[src/rtl/csx_pkg.sv]
package csx_pkg;

    typedef struct packed {
        logic sck;
        logic mosi;
        logic ctl_n;
        logic route_n;
    } pins_t;

    localparam pins_t PINS_IDLE = '{sck: 1'b0, mosi: 1'b0, ctl_n: 1'b1, route_n: 1'b1};

    typedef enum logic [1:0] {
        EVT_IDLE = 2'd0,
        EVT_LOAD = 2'd1,
        EVT_DROP = 2'd2
    } frame_evt_e;

    function automatic int idx_bits(input int n);
        return (n <= 2) ? 1 : $clog2(n);
    endfunction

endpackage

[src/rtl/csx_sync.sv]
module csx_sync #(
    parameter int WIDTH = 4,
    parameter int STAGES = 2,
    parameter logic [WIDTH-1:0] RST_VAL = '0
) (
    input  logic             clk,
    input  logic             rst,
    input  logic [WIDTH-1:0] d,
    output logic [WIDTH-1:0] q
);
    logic [WIDTH-1:0] stg [STAGES];

    generate
        for (genvar s = 0; s < STAGES; s++) begin : g_stage
            if (s == 0) begin : g_first
                always_ff @(posedge clk) begin
                    if (rst) stg[s] <= RST_VAL;
                    else     stg[s] <= d;
                end
            end else begin : g_next
                always_ff @(posedge clk) begin
                    if (rst) stg[s] <= RST_VAL;
                    else     stg[s] <= stg[s-1];
                end
            end
        end
    endgenerate

    assign q = stg[STAGES-1];
endmodule

[src/rtl/csx_rx_shifter.sv]
module csx_rx_shifter
    import csx_pkg::*;
#(
    parameter int IDX_W = 3
) (
    input  logic             clk,
    input  logic             rst,
    input  logic             sck_s,
    input  logic             mosi_s,
    input  logic             ctl_n_s,
    input  logic [IDX_W-1:0] echo_val,
    output frame_evt_e       evt,
    output logic [IDX_W-1:0] rx_data,
    output logic             miso,
    output logic             miso_en
);
    localparam int CNT_W = $clog2(IDX_W + 2);
    localparam logic [CNT_W-1:0] CNT_FULL = CNT_W'(IDX_W);
    localparam logic [CNT_W-1:0] CNT_OVER = CNT_W'(IDX_W + 1);

    logic             sck_q;
    logic             ctl_q;
    logic             active_q;
    logic [CNT_W-1:0] cnt_q;
    logic [IDX_W-1:0] shift_q;
    logic [IDX_W-1:0] echo_q;

    logic start, stop, sck_rise, sck_fall;

    assign start    = ctl_q & ~ctl_n_s;
    assign stop     = ~ctl_q & ctl_n_s;
    assign sck_rise = sck_s & ~sck_q;
    assign sck_fall = ~sck_s & sck_q;

    always_ff @(posedge clk) begin
        if (rst) begin
            sck_q    <= 1'b0;
            ctl_q    <= 1'b1;
            active_q <= 1'b0;
            cnt_q    <= '0;
            shift_q  <= '0;
            echo_q   <= '0;
        end else begin
            sck_q <= sck_s;
            ctl_q <= ctl_n_s;
            if (start) begin
                active_q <= 1'b1;
                cnt_q    <= '0;
                shift_q  <= '0;
                echo_q   <= echo_val;
            end else if (stop) begin
                active_q <= 1'b0;
            end else if (active_q) begin
                if (sck_rise) begin
                    shift_q <= (shift_q << 1) | IDX_W'(mosi_s);
                    if (cnt_q != CNT_OVER) cnt_q <= cnt_q + 1'b1;
                end
                if (sck_fall) begin
                    echo_q <= echo_q << 1;
                end
            end
        end
    end

    always_comb begin
        evt = EVT_IDLE;
        if (stop && active_q) begin
            evt = (cnt_q == CNT_FULL) ? EVT_LOAD : EVT_DROP;
        end
    end

    assign rx_data = shift_q;
    assign miso_en = active_q;
    assign miso    = active_q & echo_q[IDX_W-1];

    AST_CNT_BOUND: assert property (@(posedge clk) disable iff (rst)
        cnt_q <= CNT_OVER);
    AST_ECHO_OFF_AFTER_STOP: assert property (@(posedge clk) disable iff (rst)
        stop |=> (!miso_en && !miso));
endmodule

[src/rtl/csx_index_store.sv]
module csx_index_store
    import csx_pkg::*;
#(
    parameter int IDX_W = 3
) (
    input  logic             clk,
    input  logic             rst,
    input  frame_evt_e       evt,
    input  logic [IDX_W-1:0] rx_data,
    input  logic             route_n_s,
    output logic [IDX_W-1:0] idx,
    output logic             idx_valid
);
    logic [IDX_W-1:0] idx_q;
    logic             valid_q;
    logic [IDX_W-1:0] pend_q;
    logic             pend_v_q;
    logic             busy;

    assign busy = ~route_n_s;

    always_ff @(posedge clk) begin
        if (rst) begin
            idx_q    <= '0;
            valid_q  <= 1'b0;
            pend_q   <= '0;
            pend_v_q <= 1'b0;
        end else if (evt == EVT_LOAD) begin
            if (busy) begin
                pend_q   <= rx_data;
                pend_v_q <= 1'b1;
            end else begin
                idx_q    <= rx_data;
                valid_q  <= 1'b1;
                pend_v_q <= 1'b0;
            end
        end else if (pend_v_q && !busy) begin
            idx_q    <= pend_q;
            valid_q  <= 1'b1;
            pend_v_q <= 1'b0;
        end
    end

    assign idx       = idx_q;
    assign idx_valid = valid_q;

    AST_IDX_HELD_WHILE_ROUTED: assert property (@(posedge clk) disable iff (rst)
        busy |=> ($stable(idx_q) && $stable(valid_q)));
    AST_DROP_KEEPS_IDX: assert property (@(posedge clk) disable iff (rst)
        (evt == EVT_DROP && !pend_v_q) |=> ($stable(idx_q) && !pend_v_q));
endmodule

[src/rtl/csx_sel_demux.sv]
module csx_sel_demux #(
    parameter int NUM_OUT = 6,
    parameter int IDX_W = 3
) (
    input  logic               route_sel_n,
    input  logic [IDX_W-1:0]   idx,
    input  logic               idx_valid,
    output logic [NUM_OUT-1:0] dev_sel_n
);
    generate
        for (genvar i = 0; i < NUM_OUT; i++) begin : g_out
            assign dev_sel_n[i] = route_sel_n | ~idx_valid | (idx != IDX_W'(i));
        end
    endgenerate
endmodule

[src/rtl/csx_expander.sv]
module csx_expander
    import csx_pkg::*;
#(
    parameter int NUM_OUT = 6,
    parameter int SYNC_STAGES = 2
) (
    input  logic               clk,
    input  logic               rst,
    input  logic               spi_sck,
    input  logic               spi_mosi,
    input  logic               ctl_sel_n,
    input  logic               route_sel_n,
    output logic               spi_miso,
    output logic               spi_miso_en,
    output logic [NUM_OUT-1:0] dev_sel_n
);
    localparam int IDX_W = idx_bits(NUM_OUT);
    localparam int PIN_W = $bits(pins_t);

    pins_t            pins_raw;
    pins_t            pins_s;
    logic [PIN_W-1:0] pins_s_vec;
    frame_evt_e       evt;
    logic [IDX_W-1:0] rx_data;
    logic [IDX_W-1:0] idx;
    logic             idx_valid;

    assign pins_raw = '{sck: spi_sck, mosi: spi_mosi, ctl_n: ctl_sel_n, route_n: route_sel_n};
    assign pins_s   = pins_t'(pins_s_vec);

    csx_sync #(
        .WIDTH  (PIN_W),
        .STAGES (SYNC_STAGES),
        .RST_VAL(PINS_IDLE)
    ) u_sync (
        .clk (clk),
        .rst (rst),
        .d   (pins_raw),
        .q   (pins_s_vec)
    );

    csx_rx_shifter #(.IDX_W(IDX_W)) u_rx (
        .clk     (clk),
        .rst     (rst),
        .sck_s   (pins_s.sck),
        .mosi_s  (pins_s.mosi),
        .ctl_n_s (pins_s.ctl_n),
        .echo_val(idx),
        .evt     (evt),
        .rx_data (rx_data),
        .miso    (spi_miso),
        .miso_en (spi_miso_en)
    );

    csx_index_store #(.IDX_W(IDX_W)) u_store (
        .clk      (clk),
        .rst      (rst),
        .evt      (evt),
        .rx_data  (rx_data),
        .route_n_s(pins_s.route_n),
        .idx      (idx),
        .idx_valid(idx_valid)
    );

    csx_sel_demux #(.NUM_OUT(NUM_OUT), .IDX_W(IDX_W)) u_demux (
        .route_sel_n(route_sel_n),
        .idx        (idx),
        .idx_valid  (idx_valid),
        .dev_sel_n  (dev_sel_n)
    );

    AST_AT_MOST_ONE_SEL: assert property (@(posedge clk) disable iff (rst)
        $onehot0(~dev_sel_n));
    AST_IDLE_BEFORE_LOAD: assert property (@(posedge clk) disable iff (rst)
        !idx_valid |-> (&dev_sel_n));
    AST_RANGE_ALL_HIGH: assert property (@(posedge clk) disable iff (rst)
        (int'(idx) >= NUM_OUT) |-> (&dev_sel_n));
    AST_QUIET_UNSELECTED: assert property (@(posedge clk) disable iff (rst)
        route_sel_n |-> (&dev_sel_n));
endmodule

[config.mk]
export PLATFORM = sky130hd
export DESIGN_NAME = csx_expander
export DESIGN_NICKNAME = d
export VERILOG_FILES = /design/src/rtl/csx_pkg.sv /design/src/rtl/csx_sync.sv /design/src/rtl/csx_rx_shifter.sv /design/src/rtl/csx_index_store.sv /design/src/rtl/csx_sel_demux.sv /design/src/rtl/csx_expander.sv
export SDC_FILE = /design/constraint.sdc
export NUM_CORES = 1
export LEC_CHECK = 0
export ABC_AREA = 1
export BUFFER_PORTS_ARGS = -buffer_cell sky130_fd_sc_hd__clkbuf_2
export CAP_MARGIN = 20
export CORE_ASPECT_RATIO = 1.25
export CORE_MARGIN = 5
export CORE_UTILIZATION = 35
export CTS_BUF_LIST = sky130_fd_sc_hd__clkbuf_4
export DETAILED_ROUTE_END_ITERATION = 8
export HOLD_SLACK_MARGIN = 0.15
export PLACE_DENSITY = 0.6
export SYNTH_ARGS = -nofsm -noshare
export SYNTH_HDL_FRONTEND = slang
export SYNTH_SLANG_ARGS = --single-unit
[constraint.sdc]
create_clock -name clk -period 1.2 [get_ports clk]
set_input_delay 0.18 -clock clk [delete_from_list [all_inputs] [get_ports clk]]
set_output_delay 0.18 -clock clk [all_outputs]
set_load 0.01 [all_outputs]
## Yosys cells after proc, flatten, opt, wreduce, memory -nomap -nowiden

Memory sizes are Yosys's and may differ from the RTL's.
Index checks and enable logic that the tools add are counted.

| word-level totals | value |
|---|---|
| bits of input ports | 6 |
| memories kept | 1 |
| register bits after elaboration | 20 |
| word-level logic and storage cells | 79 |
| output and inout port bits | 8 |
| bits in read-only memories | 0 |
| bits in latches | 0 |
| bits in writable memories | 8 |

| cells by class | value |
|---|---|
| $add $sub $neg | 1 |
| reduce and logical (&&, ||, !) cells | 13 |
| bitwise operators | 22 |
| eq/ne operators | 10 |
| divide/modulo/power cells | 0 |
| $mul | 0 |
| muxes and demuxes | 22 |
| $lt $le $gt $ge | 0 |
| shifts and indexed selects | 0 |

Memories:

| name | words | width | rd ports | clocked after Yosys merged registers in | wr ports | RTL line | source |
|---|---|---|---|---|---|---|---|
| u_sync.stg | 2 | 4 | 2 | 0 | 2 | csx_sync.sv:11 | `logic [WIDTH-1:0] stg [STAGES];` |

Operators by type and width:

| cell | count |
|---|---|
| 2-to-1 mux 3 bit | 7 |
| 2-to-1 mux 1 bit | 11 |
| != test 3 bit (second input constant) | 3 |
| bitwise OR 1 bit | 9 |
| 2-to-1 mux 4 bit | 2 |
| nonzero test 2 bit | 4 |
| NOT 1 bit | 7 |
| != test 3 x 2 -> 1 bit (second input constant) | 2 |
| AND reduction 3 bit | 2 |
| bitwise AND 1 bit | 5 |
| 2-to-1 mux 2 bit | 2 |
| AND reduction 2 bit | 2 |
| AND reduction 4 bit | 1 |
| adder 3 x 1 -> 3 bit (second input constant) | 1 |
| equality test 3 x 2 -> 1 bit (second input constant) | 1 |
| != test 3 x 1 -> 1 bit (second input constant) | 1 |
| bitwise OR 3 x 1 -> 3 bit | 1 |
| nonzero test 3 bit | 1 |
| equality test 2 x 1 -> 1 bit (second input constant) | 1 |
| logical AND 1 bit | 2 |
| != test 2 x 1 -> 1 bit (second input constant) | 1 |
| != test 2 bit (second input constant) | 1 |
| OR reduction 2 bit | 1 |

## Logic depth before layout (Yosys ltp)

Gate-level depths: netlist of run 1.

| depth | value |
|---|---|
| depth in word-level cells | 7 |
| gate-level depth with buffers | 9 |
| depth with buffers taken out | 9 |

## By module

From an unflattened synthesis of run 1, not the netlist that was laid out.

| unflattened totals | value |
|---|---|
| cell total of the unflattened synthesis | 192 |
| area, all modules | 1311.3 µm² |

Modules (own cells, without submodules):

| module | times used | area each (µm²) | sequential area each (µm²) | cells each |
|---|---|---|---|---|
| csx_rx_shifter | 1 | 629.4 | 240.2 | 92 |
| csx_index_store | 1 | 381.6 | 160.2 | 59 |
| csx_sync | 1 | 224.0 | 160.2 | 25 |
| csx_sel_demux | 1 | 76.3 | 0.0 | 16 |

## Least setup slack after synthesis of run 1

OpenSTA, ideal clock, no wires.

| timing path | value |
|---|---|
| path type | register to register |
| start point | register u_rx.cnt_q[0] |
| end point | register u_store.idx_q[0] (netlist: u_store.idx[0]) |
| setup slack | -57 ps |
| clock period less this slack | 1257 ps |
| path buffers | 0 |
| arrival time | 1144 ps |
| required time | 1087 ps |
| library setup time | 113 ps |
| cell stages (with the launch flop) | 8 |
| cell sequence | dfxtp_1 ha_1 ha_1 nand3_4 nand2_1 nand2_1 nor2_1 nor2_1 |

| on the way | value |
|---|---|
| cells in the longest elaborated chain, start to end | 6 |
| elaborated cells on any way between the ends | 8 |
| classes of those cells | 3 x eq/ne; 3 x mux; 2 x reduce/logical |

Ends and longest elaborated chain:

| what | RTL line | source |
|---|---|---|
| start: declaration | csx_rx_shifter.sv:24 | `logic [CNT_W-1:0] cnt_q;` |
| start signal: assignment | csx_rx_shifter.sv:56 | `if (cnt_q != CNT_OVER) cnt_q <= cnt_q + 1'b1;` |
| equality test 3 x 2 -> 1 bit * | csx_rx_shifter.sv:68 | `evt = (cnt_q == CNT_FULL) ? EVT_LOAD : EVT_DROP;` |
| 2-to-1 mux 2 bit * | csx_rx_shifter.sv:68 |  |
| 2-to-1 mux 2 bit * | csx_rx_shifter.sv:67 | `if (stop && active_q) begin` |
| equality test 2 x 1 -> 1 bit * | csx_index_store.sv:28 | `end else if (evt == EVT_LOAD) begin` |
| != test 2 bit (no source line) / nonzero test 2 bit (equally long branches) | - |  |
| AND reduction 2 bit (no source line) | - |  |
| end signal: assignment | csx_index_store.sv:33 | `idx_q <= rx_data;` |
| end signal: assignment | csx_index_store.sv:38 | `idx_q <= pend_q;` |
| end: declaration | csx_index_store.sv:14 | `logic [IDX_W-1:0] idx_q;` |

Every way passes the cells marked *; elsewhere a longest branch is shown, timed or not.
A chain may end at the register's enable or synchronous reset.

## Worst setup path in the final report of run 1

| timing path | value |
|---|---|
| start point | register u_store.valid_q (netlist: u_store.idx_valid) |
| end point | output dev_sel_n[3] |

| on the way | value |
|---|---|
| cells in the longest elaborated chain, start to end | 3 |

Ends and longest elaborated chain:

| what | RTL line | source |
|---|---|---|
| start: declaration | csx_index_store.sv:15 | `logic valid_q;` |
| start signal: assignment | csx_index_store.sv:25 | `valid_q <= 1'b0;` |
| start signal: assignment | csx_index_store.sv:34 | `valid_q <= 1'b1;` |
| start signal: assignment | csx_index_store.sv:39 | `valid_q <= 1'b1;` |
| NOT 1 bit | csx_sel_demux.sv:12 | `assign dev_sel_n[i] = route_sel_n \| ~idx_valid \| (idx != IDX_W'(i));` |
| bitwise OR 1 bit (2 in series) | csx_sel_demux.sv:12 |  |
| end: declaration | csx_expander.sv:15 | `output logic [NUM_OUT-1:0] dev_sel_n` |

Every way passes these cells.

==> impl_metrics.yaml, run 1 <==
status:
  outcome: "finished with violations"
  violations: "setup timing"
timing:
  slew_violations: 0
  setup_viol: 9
  fin_ws_ns: -0.0610
  holdWs_ns: 0.133
  fmax_mhz: 793
  hold_viol: 0
  timing.final.crit_period_ns: 1.26
  tightestPinTransition_ns: 0.285
  setup_tns_ns: -0.368
  slew_headroom_pct: 80.9
  grt_setup_unrepaired: "yes"
  skew_ns: 0.00618
  finalCritPeriodShare_pct: 105
synthesis:
  ys_ff_latch: 28
  syn_inst: 185
  synth-simple-area-share_pct: 35.9
  yosys_warnings: 0
  netlist_area_um2: 1320
  synthAdderAreaFrac_pct: 6.64
  synth_nets: 198
  ys_seq_area_share_pct: 42.5
  synth_top_family_by_area: "simple AND/OR/NAND/NOR gates"
  synth_compound_area_share_pct: 4.93
  synth_mux_area_share_pct: 0
  synth_area_per_cell_um2: 7.14
  synthDistinctLibCells: 22
  post_synth_xor_area_fraction_pct: 0
global_routing:
  grt_util_all_layers_pct: 11.3
  grt_pass1_vias: 1132
  overflow: 0
  grt_first_pass_wirelength_um: 4640
  grt_max_degree: 16
  antenna_found_initial: 0
pwr:
  intPower_mw: 1.14
  p_per_area_nw_per_um2: 828
  swShare_pct: 24.5
  vdd_ir_drop_max_uv: 512
  leakage_nw: 0.817
  p_switching_uw: 371
  pwr-share-clk_pct: 26.1
  power_frac_seq_pct: 63.5
  comb_power_share_pct: 10.4
finish:
  utilization_pct: 49.1
  area_growth_pct: 38.5
  final_nets: 231
  diodes: 0
  drive_above_1_share_pct: 43.3
  n_fill_cell: 355
clock_tree:
  htreeDepth: 1
  cts_sinks: 28
  cts_root_buffer: "clkbuf_4"
  clkLatencyLatePin_ns: 0.32
  cts_buffers: 3
  clockBufferDepth: 2
  cts_tree: "built"
  clkSlewWorstSetupHoldPaths_ns: 0.15
setup_path:
  critPathCapture: "dev_sel_n[3]"
  cpPeakStageDelay_ns: 0.36
  end_kind: "primary output"
  startpoint_type: "flop"
  critical_path.cell_chain: "nand2_2, nor2_4, nand3_1, clkbuf_2"
  r2r-end: "u_store.idx[2]"
  required_ns: 1.02
  critPathSlowestCell: "dfxtp_2"
  crit_arrival_ns: 1.08
  worstSetupStartpoint: "u_store.idx_valid"
  critPathKind: "reg2out"
  r2r-start: "u_rx.cnt_q[1]"
  reg2regPathDepth: 7
  worstPathMaxFanout: 4
  rrSetupSlack_ns: -0.02
drt:
  drtIter0Drc: 62
  drc: 0
  wl_per_cell_um: 10.4
  viasPerCell: 4.50
  routed_wl_um: 2680
  detail-route-antenna-nets: 0
  vias: 1156
  drtPass1Iterations: 6
placement:
  gp_routability_congestion: 0.761
  place_ws_ns: -0.0561
  port_buffers: 13
  post-dp-hpwl_um: 1840
floorplanning:
  die_area_um2: 5110
  coreArea_um2: 3720
  die_w_um: 64.9
  rows: 25
  die_y_um: 78.7
  ioPinCount: 14
  initial_core_util_pct: 35.5
job:
  maxCapViolCount: 0
min_path:
  hold_class: "in2reg"
==> stage by stage <==
| stage | power [mW] | instances | instance area, µm² |
|---|---|---|---|
| CTS | 1.52 | 258 | 1680 |
| detailed placement | 1.10 | 241 | 1480 |
| floorplan | 1.06 | 185 | 1340 |
| global route | 1.59 | 257 | 1830 |
| global placement | 1.10 | 241 | 1480 |
| finish | 1.51 | 257 | 1830 |
==> cells by family after synthesis <==
family / count (synthesis)
adders and majority gates: 7
AOI/OAI and AO/OA: 12
DFF: 28
and+or+nand+nor: 105
buffers and inverters: 33
==> power by group through the flow <==
stage | combinational [mW] | clock (mW) | sequential (mW)
2_1_floorplan | 0.0750 | 0 | 0.984
3_3_place_gp | 0.110 | 0 | 0.985
3_5_place_dp | 0.111 | 0 | 0.985
4_1_cts | 0.139 | 0.414 | 0.964
5_1_grt | 0.180 | 0.450 | 0.965
6_report | 0.158 | 0.394 | 0.961
==> placed cells by master, fill, tap and decap left out, drive strengths merged <==
master / instances
nor2: 34
nand3: 11
and3: 1
nand2: 55
dfxtp: 28
o21ai: 4
clkbuf: 13
ha: 7
dlygate4sd3: 5
nand4: 1
inv: 30
a21oi: 6
clkinv: 2
or2: 3
buf: 15
a21boi: 2
==> cells in the mapped netlist <==
cell type	count	area share (%)
a21boi_1	2	1.1
a21oi_1	6	2.3
and3_2	1	0.57
buf_2	1	0.38
buf_6	1	0.85
clkinv_1	1	0.28
dfxtp_1	28	42
ha_1	7	6.6
inv_1	29	8.2
inv_2	1	0.28
nand2_1	51	15
nand2_2	3	1.4
nand2_4	1	0.85
nand3_1	10	3.8
nand3_4	1	1.3
nand4_1	1	0.47
nor2_1	30	8.5
nor2_2	1	0.47
nor2_4	3	2.6
o21ai_0	3	1.1
o21ai_1	1	0.38
or2_2	3	1.4
==> flip-flops by register name (all words and copies together), names as in the netlist <==
register and count:
u_store.idx 3, u_rx.ctl_q 1, u_rx.cnt_q 3, u_rx.sck_q 1, u_rx.echo_q 3, u_store.pend_v_q 1, u_rx.rx_data 3, u_sync.stg 8
u_rx.miso_en 1, u_store.idx_valid 1, u_store.pend_q 3
==> layout make-up <==
class,instances,area [µm²],share of cell area (%)
Multi-Input combinational cell,124,833,45.6
Clock inverter,1,3.75,0.205
Inverter,31,126,6.91
Tap cell,40,50.0,2.74
Timing Repair Buffer,30,209,11.4
Clock buffer,3,22.5,1.23
Sequential cell,28,583,31.9
==> per-layer routing <==
| layer | track usage (%) | wire length (µm) | vias to the layer above |
|---|---|---|---|
| li1 | - | - | 623 |
| met1 | 13.5 | 1180 | 509 |
| met2 | 19.7 | 1370 | 18 |
| met3 | 1.86 | 66 | 6 |
| met4 | 5.07 | 68 | 0 |
| met5 | 0 | 0 | - |
==> worst min path at each step <==
stage / startpoint / endpoint / depth (start not counted)
after floorplan: ctl_sel_n / u_sync.stg[0][1] / 1
after global placement: ctl_sel_n / u_sync.stg[0][1] / 2
after detailed placement: ctl_sel_n / u_sync.stg[0][1] / 2
after CTS: rst / u_sync.stg[0][1] / 2
after global routing: rst / u_sync.stg[0][3] / 2
final: rst / u_sync.stg[0][3] / 2
==> critical path: cells and delay by family (launching register included) <==
family / cells / cell delay (ns)
buffers and inverters: 1 / 0.13
and+or+nand+nor: 3 / 0.27
DFF: 1 / 0.36
==> what timing repair did <==
action	CTS	global route
setup endpoints to repair	19	24
buffers inserted	6	2
gates cloned	0	0
hold buffers	7	0
resized for setup	22	52
pin swaps	8	20
endpoints found under the hold margin	7	0
Note: power is estimated with default switching activity, not from simulation.
==> run 2: changes to the inputs <==
--- a/config.mk
+++ b/config.mk
@@ -15,6 +15,7 @@
 export DETAILED_ROUTE_END_ITERATION = 8
 export HOLD_SLACK_MARGIN = 0.15
 export PLACE_DENSITY = 0.6
+export REMOVE_ABC_BUFFERS = 1
 export SYNTH_ARGS = -nofsm -noshare
 export SYNTH_HDL_FRONTEND = slang
 export SYNTH_SLANG_ARGS = --single-unit
==> impl_metrics.yaml, run 2 (synthesis results as in run 1) <==
finish:
  max_flop_register: "u_sync.stg"
  seq_area_um2: 586
  final_nets: 237
  drive_above_1_share_pct: 45.7
  diodes: 0
  largest_reg_flops: 8
  fin_area_um2: 1960
  final_common_cell: "nand2_1"
  area_growth_pct: 48.7
  final_cell_mix: "nand2_1, nor2_1, inv_1"
  utilization_pct: 52.7
  n_fill_cell: 335
  layout.cells.non_filler: 263
  multi_input_area_um2: 852
clock_tree:
  htreeDepth: 1
  cts_buffers: 3
  clockBufferDepth: 2
  cts_root_buffer: "clkbuf_4"
  cts_tree: "built"
  clkLatencyLatePin_ns: 0.33
  cts_sinks: 28
  clkSlewWorstSetupHoldPaths_ns: 0.15
global_routing:
  antenna_found_initial: 0
  grt_util_all_layers_pct: 11.7
  grt_pass1_vias: 1140
  overflow: 0
  grt_max_degree: 17
  grt_first_pass_wirelength_um: 4770
timing:
  timing.final.crit_period_ns: 1.28
  slew_headroom_pct: 80.7
  setup_viol: 12
  finalCritPeriodShare_pct: 107
  skew_ns: 0.00972
  hold_viol: 0
  fin_ws_ns: -0.0819
  tightestPinTransition_ns: 0.290
  fmax_mhz: 780
  grt_setup_unrepaired: "yes"
  slew_violations: 0
placement:
  placed_area_um2: 1500
  gp_routability_congestion: 0.759
  post-dp-hpwl_um: 1940
  dp.cells: 247
  place_ws_ns: -0.144
  port_buffers: 13
setup_path:
  critPathKind: "reg2reg"
  worstPathMaxFanout: 4
  required_ns: 1.47
  end_kind: "flop"
  crit_arrival_ns: 1.55
  critical_path.cell_chain: "inv_2, ha_4, inv_4, buf_6, nor2_4, nand2_1, nand2_2, nor2_4, nor2_2"
  startpoint_type: "flop"
  r2r-start: "u_rx.ctl_q"
  cp_common_cell: "nor2_4"
  critPathSlowestCell: "dfxtp_2"
  cpPeakStageDelay_ns: 0.36
  worstSetupStartpoint: "u_rx.ctl_q"
floorplanning:
  die_y_um: 78.7
  initial_core_util_pct: 35.5
  ioPinCount: 14
  coreArea_um2: 3720
  rows: 25
  die_area_um2: 5110
  die_w_um: 64.9
drt:
  wl_per_cell_um: 10.7
  routed_wl_um: 2810
  vias: 1190
  viasPerCell: 4.52
  drtIter0Drc: 16
  detail-route-antenna-nets: 0
  drc: 0
  drtPass1Iterations: 4
pwr:
  p_per_area_nw_per_um2: 895
  vdd_ir_drop_max_uv: 559
  leakage_nw: 0.877
min_path:
  hp-start: "rst"
  hold_class: "in2reg"
status:
  violations: "setup timing"
  outcome: "finished with violations"
job:
  maxCapViolCount: 0
==> run 2: changes by cell type in the layout (fill, tap and decap cells not counted), moves of 2 or more <==
cell | before | now
buf_6 | 1 | 9
nand2_2 | 8 | 13
nand2_1 | 40 | 36
buf_2 | 3 | 1
nor2_2 | 6 | 2
clkbuf_2 | 10 | 8
nor2_4 | 7 | 10
==> run 2: area by class of cell <==
| class | count | area share (%) |
|---|---|---|
| clock inverter | 1 | 1.53 |
| sequential | 28 | 29.8 |
| tap | 40 | 2.55 |
| clock buffer | 3 | 1.15 |
| multi-input combinational | 124 | 43.4 |
| timing repair buffer | 36 | 15.1 |
| inverter | 31 | 6.44 |
==> run 2: path summary, 6_finish.rpt <==
path	endpoint	slack [ns]	cells after the start
max	u_store.idx[1]	-0.08	9
min	u_sync.stg[0][2]	0.18	2
max reg2reg	u_store.idx[1]	-0.08	9
min reg2reg	u_sync.stg[1][3]	0.42	2
==> run 2: report_power, final <==
group          switching [mW]  total [mW]  internal [mW]
registers              0.0154       0.958          0.943
logic                  0.0911       0.184         0.0929
clock network           0.277       0.615          0.338
total                   0.384        1.76           1.37
==> run 2: critical path: cells and delay by family, from the launching register on <==
family,cells,cell delay (ns)
fa+ha+maj,1,0.17
buf+inv,3,0.24
flops,1,0.36
simple gates,5,0.45
==> run 2: per-layer routing <==
layer  wire length (µm)  up-vias  track usage (%)
met5                  0        -                0
met4                 49        0             6.34
met3                 60        4             1.43
met2               1470       15             20.4
met1               1220      538             13.8
li1                   -      633                -
==> run 2: what timing repair did <==
item | in CTS | in global routing
pin swaps | 15 | 34
setup endpoints to repair | 24 | 25
hold buffers | 8 | 0
cloned | 0 | 0
buffers inserted | 2 | 4
hold endpoints to repair | 5 | 0
gates resized for setup | 35 | 61
==> run 2: metrics by stage <==
step	setup TNS (ns)	hold WS (ns)	power, mW
after detailed placement	-1.06	0.365	1.11
after CTS	-0.539	0.210	1.77
final	-0.520	0.177	1.76
after global placement	-0.805	0.365	1.11
after floorplan	-0.338	0.249	1.05
after global routing	-1.69	0.206	1.84
